File: src/rtl/bus_demux_pkg.sv
package bus_demux_pkg;

    typedef struct packed {
        logic to_sys;
        logic to_cpu;
    } xcvr_dir_t;

    function automatic xcvr_dir_t decode_dir(input logic en_n, input logic tx);
        xcvr_dir_t r;
        r.to_sys = ~en_n & tx;
        r.to_cpu = ~en_n & ~tx;
        return r;
    endfunction

endpackage

File: src/rtl/addr_hold.sv
module addr_hold #(
    parameter int W = 20
) (
    input  logic         clk,
    input  logic         rst_n,
    input  logic         stb_i,
    input  logic [W-1:0] d_i,
    output logic [W-1:0] q_o
);

    typedef struct packed {
        logic [W-1:0] hold;
    } st_t;

    st_t st_d, st_q;

    always_comb begin
        st_d = st_q;
        if (stb_i) st_d.hold = d_i;
        q_o = stb_i ? d_i : st_q.hold;
    end

    always_ff @(posedge clk or negedge rst_n) begin
        if (!rst_n) st_q <= '0;
        else        st_q <= st_d;
    end

    // with the strobe low at two edges in a row, the output cannot move
    a_r3_hold_stable: assert property (@(posedge clk) disable iff (!rst_n)
        (!stb_i && $past(!stb_i)) |-> $stable(q_o));

    // after the strobe falls, the output shows the value seen at the last high edge
    a_r2_capture: assert property (@(posedge clk) disable iff (!rst_n)
        $fell(stb_i) |-> (q_o == $past(d_i)));

endmodule

File: src/rtl/data_xcvr.sv
module data_xcvr
    import bus_demux_pkg::*;
#(
    parameter int W = 8
) (
    input  logic         en_n_i,
    input  logic         tx_i,
    input  logic [W-1:0] cpu_i,
    output logic [W-1:0] cpu_o,
    output logic         cpu_oe_o,
    input  logic [W-1:0] sys_i,
    output logic [W-1:0] sys_o,
    output logic         sys_oe_o
);

    xcvr_dir_t dir_d;

    always_comb begin
        dir_d    = decode_dir(en_n_i, tx_i);
        sys_o    = cpu_i;
        cpu_o    = sys_i;
        sys_oe_o = dir_d.to_sys;
        cpu_oe_o = dir_d.to_cpu;
    end

endmodule

File: src/rtl/bus_demux_front.sv
module bus_demux_front #(
    parameter int LO_W  = 8,
    parameter int MID_W = 8,
    parameter int TOP_W = 4
) (
    input  logic                           clk,
    input  logic                           rst_n,
    input  logic [LO_W-1:0]                cpu_ad_i,
    output logic [LO_W-1:0]                cpu_ad_o,
    output logic                           cpu_ad_oe_o,
    input  logic [MID_W-1:0]               mid_i,
    input  logic [TOP_W-1:0]               top_i,
    input  logic                           addr_stb_i,
    input  logic                           addr_oe_n_i,
    input  logic                           data_en_n_i,
    input  logic                           dir_tx_i,
    output logic [LO_W+MID_W+TOP_W-1:0]    sys_addr_o,
    output logic                           sys_addr_oe_o,
    input  logic [LO_W-1:0]                sys_d_i,
    output logic [LO_W-1:0]                sys_d_o,
    output logic                           sys_d_oe_o
);

    localparam int ADDR_W = LO_W + MID_W + TOP_W;

    logic [ADDR_W-1:0] addr_live;

    always_comb begin
        addr_live     = {top_i, mid_i, cpu_ad_i};
        sys_addr_oe_o = ~addr_oe_n_i;
    end

    addr_hold #(.W(ADDR_W)) u_hold (
        .clk   (clk),
        .rst_n (rst_n),
        .stb_i (addr_stb_i),
        .d_i   (addr_live),
        .q_o   (sys_addr_o)
    );

    data_xcvr #(.W(LO_W)) u_xcvr (
        .en_n_i   (data_en_n_i),
        .tx_i     (dir_tx_i),
        .cpu_i    (cpu_ad_i),
        .cpu_o    (cpu_ad_o),
        .cpu_oe_o (cpu_ad_oe_o),
        .sys_i    (sys_d_i),
        .sys_o    (sys_d_o),
        .sys_oe_o (sys_d_oe_o)
    );

    // the transceiver never drives both sides at once
    a_r9_one_side: assert property (@(posedge clk) disable iff (!rst_n)
        $onehot0({sys_d_oe_o, cpu_ad_oe_o}));

    // a disabled transceiver drives neither side
    a_r6_off: assert property (@(posedge clk) disable iff (!rst_n)
        data_en_n_i |-> (!sys_d_oe_o && !cpu_ad_oe_o));

    // transmit direction carries the processor byte to the system side
    a_r7_tx: assert property (@(posedge clk) disable iff (!rst_n)
        (!data_en_n_i && dir_tx_i) |-> (sys_d_oe_o && sys_d_o == cpu_ad_i));

    // receive direction carries the system byte to the processor side
    a_r8_rx: assert property (@(posedge clk) disable iff (!rst_n)
        (!data_en_n_i && !dir_tx_i) |-> (cpu_ad_oe_o && cpu_ad_o == sys_d_i));

    // during the strobe the system address follows the live lines
    a_r1_follow: assert property (@(posedge clk) disable iff (!rst_n)
        addr_stb_i |-> (sys_addr_o == {top_i, mid_i, cpu_ad_i}));

endmodule

File: config.mk
export PLATFORM = sky130hd
export DESIGN_NAME = bus_demux_front
export DESIGN_NICKNAME = d
export VERILOG_FILES = /design/src/rtl/bus_demux_pkg.sv /design/src/rtl/addr_hold.sv /design/src/rtl/data_xcvr.sv /design/src/rtl/bus_demux_front.sv
export SDC_FILE = /design/constraint.sdc
export NUM_CORES = 1
export LEC_CHECK = 0
export BUFFER_PORTS_ARGS = -buffer_cell sky130_fd_sc_hd__buf_2
export CAP_MARGIN = 10
export CELL_PAD_IN_SITES_DETAIL_PLACEMENT = 0
export CELL_PAD_IN_SITES_GLOBAL_PLACEMENT = 1
export CORE_MARGIN = 1
export CORE_UTILIZATION = 27
export CTS_BUF_LIST = sky130_fd_sc_hd__clkbuf_4 sky130_fd_sc_hd__clkbuf_8
export CTS_CLUSTER_SIZE = 40
export DETAILED_ROUTE_END_ITERATION = 8
export PLACE_DENSITY_LB_ADDON = 0.1
export SETUP_SLACK_MARGIN = 0.15
export SLEW_MARGIN = 40
export SYNTH_ARGS = -nofsm -noshare
export SYNTH_HDL_FRONTEND = slang
export SYNTH_SLANG_ARGS = --single-unit
File: constraint.sdc
create_clock -name clk -period 0.85 [get_ports clk]
set_clock_uncertainty 0.2 [all_clocks]
set_input_delay 0.17 -clock clk [delete_from_list [all_inputs] [get_ports clk]]
set_output_delay 0.17 -clock clk [all_outputs]
set_load 0.005 [all_outputs]
==> impl_metrics.tcl <==
set metrics [dict create \
    cts_tree "built" \
    netSwitchingFraction_pct 22.53 \
    rsz0062_at_grt "yes" \
    initialDrtViolationCount 5 \
    p_sw_mw 0.5032 \
    wirelength_um 1931 \
    top_register "u_hold.st_q" \
    cp_max_fo 2 \
    io_buffer_count 56 \
    final_common_cell "buf_6" \
    netlist_area_um2 957.2 \
    grt.overflow.total 0 \
    power.share.combinational_pct 33.2 \
    setup_tns_ps -14540 \
    drc 0 \
    hold_ws_ps -74.04 \
    tightest_slew_ps 120.3 \
    antenna_cells 0 \
    die_area_um2 3787 \
    post-dp-hpwl_um 1284 \
    cp-start-kind "flip-flop" \
    period_needed_ps 1441 \
    postSynthCellCount 61 \
    synth.area.mux_share_pct 31.37 \
    power_leakage_nw 0.8086 \
    nNetsFinal 150 \
    max_freq_mhz 693.8 \
    insertion_delay_ps 280 \
    drtAntennaViolNets 0 \
    synth_compound_area_share_pct 0 \
    ys_types 7 \
    grt_antenna_before_repair 0 \
    core_um2 3363 \
    report.power.total_mw 2.233 \
    layout_common_cells "46 x buf_6, 20 x mux2_4, 20 x dfrtp_1" \
    path_clk_slew_ps 100 \
    synth-simple-area-share_pct 1.046 \
    area_growth_pct 66.41 \
    cts_buffer_depth 2 \
    p_seq_share_pct 48.2 \
    cts_hold_buf 1 \
    crit_path_end_kind "output pin" \
    syn_nets 95 \
    status "finished with violations" \
    synth-seq-cells 20 \
    vias 632 \
    peakVddDrop_mv 0.6673 \
    htreeDepth 1 \
    setup_violations 41 \
    synth_top_family_by_area "multiplexers" \
    grt_pass1_vias 640 \
    dr.pass1.iters 2 \
    internal_power_mw 1.730 \
    std_cell_rows 21 \
    power.density_nw_per_um2 1402 \
    fp.dieW_um 61.54 \
    cts.sinks 20 \
    drive_gt1_share_pct 80.70 \
    arrival_ps 1070 \
    hold_violations 15 \
    crit_type "reg -> out" \
    track_usage_pct 10.37 \
    initial_utilization_pct 28.46 \
    syn_area_per_cell_um2 15.69 \
    yosys.area_share.adder_pct 0 \
    violations "negative hold slack, negative setup slack" \
    ios 73 \
    routabilityCongestion 0.6338 \
    fin_ws_ps -591.3 \
    fin_crit_sh_pct 169.6 \
    yosysSeqAreaShare_pct 52.29 \
    grt_first_pass_wirelength_um 2739 \
    slew_viol_final 0 \
    largest_reg_flops 20 \
    grt_max_degree 21 \
    die_h_um 61.54 \
    cts_buffers 3 \
    wire_per_inst_um 12.07 \
    root_buffer "clkbuf_4" \
    avgViaCountPerCell 3.950 \
    power_frac_clock_pct 18.6 \
    relSlewSlack_pct 91.98 \
    synth-xor-area-share_pct 0 \
    hold_path_class "in -> reg" \
    max_cap_violations 0 \
    reg_top3 "u_hold.st_q: 20 flops" \
    cp.required_ps 480 \
    yosys_warnings 0 \
]
power by group through the flow:
stage | clock [mW] | combinational (mW) | sequential (mW)
3_5_place_dp | 0 | 0.473 | 1.09
5_1_grt | 0.510 | 0.803 | 1.08
6_report | 0.416 | 0.741 | 1.08
2_1_floorplan | 0 | 0.301 | 1.08
4_1_cts | 0.466 | 0.719 | 1.08
3_3_place_gp | 0 | 0.472 | 1.09
kinds of logic (layout without fill, tap and decap cells):
logic type,after synthesis,after routing
flip-flops,20,20
buffers and inverters,19,72
AND/OR/NAND/NOR,2,2
multiplexers,20,20
area by class of cell:
type                    instances  area (µm²)
clock buffers                   3       22.52
fillers                       335        1770
inverters                       1       3.754
multi-input cells              22       317.8
flip-flops and latches         20       500.5
well taps                      46       57.56
repair buffers                 68       690.7
metrics by stage:
step | worst slack (ps) | instance area [µm²] | util [%] | instances
after global routing | -656.2 | 1593 | 47.36 | 160
after detailed placement | -429.5 | 1220 | 36.27 | 149
after CTS | -610.9 | 1553 | 46.17 | 158
after floorplan | -122.6 | 974.7 | - | 61
final | -591.3 | 1593 | 47.36 | 160
after global placement | -432.1 | 1220 | 36.27 | 149
worst max-delay path: stages, from the launching register on:
cell and delay [ps]:
dfrtp_1 390, mux2_4 280, buf_6 120
per-layer routing:
layer  share of wire [%]  global-route usage, %  up-vias
li1                    -                      -      292
met1                  39                  12.55      314
met2                  54                  17.36       24
met3                 6.2                  2.521        2
met4                0.67                  4.762        0
met5                   0                      0        -
synth_stat cells (all sizes together):
| master | n | share of area [%] |
|---|---|---|
| buf | 18 | 15 |
| nor2 | 1 | 0.39 |
| inv | 1 | 0.39 |
| nor2b | 1 | 0.65 |
| mux2 | 20 | 31 |
| dfrtp | 20 | 52 |
worst paths after layout:
| check | cells past startpoint | slack [ps] | to | startpoint |
|---|---|---|---|---|
| min in group asynchronous | 3 | 130 | u_hold.st_q[13] | rst_n |
| max in group asynchronous | 3 | 180 | u_hold.st_q[6] | rst_n |
| worst max-delay path | 2 | -590 | sys_addr_o[8] | u_hold.st_q[8] |
| worst max register to register | 3 | -340 | u_hold.st_q[14] | u_hold.st_q[14] |
| worst min-delay path | 2 | -70 | u_hold.st_q[2] | cpu_ad_i[2] |
| worst min register to register | 1 | 310 | u_hold.st_q[3] | u_hold.st_q[3] |
repair_timing:
item / 4_1_cts / 5_1_grt
hold endpoints to repair: 39 / 16
gates resized for setup: 45 / 6
buffers inserted: 5 / 2
endpoints found under the setup margin: 51 / 51
Note: power is estimated with default switching activity, not from simulation.
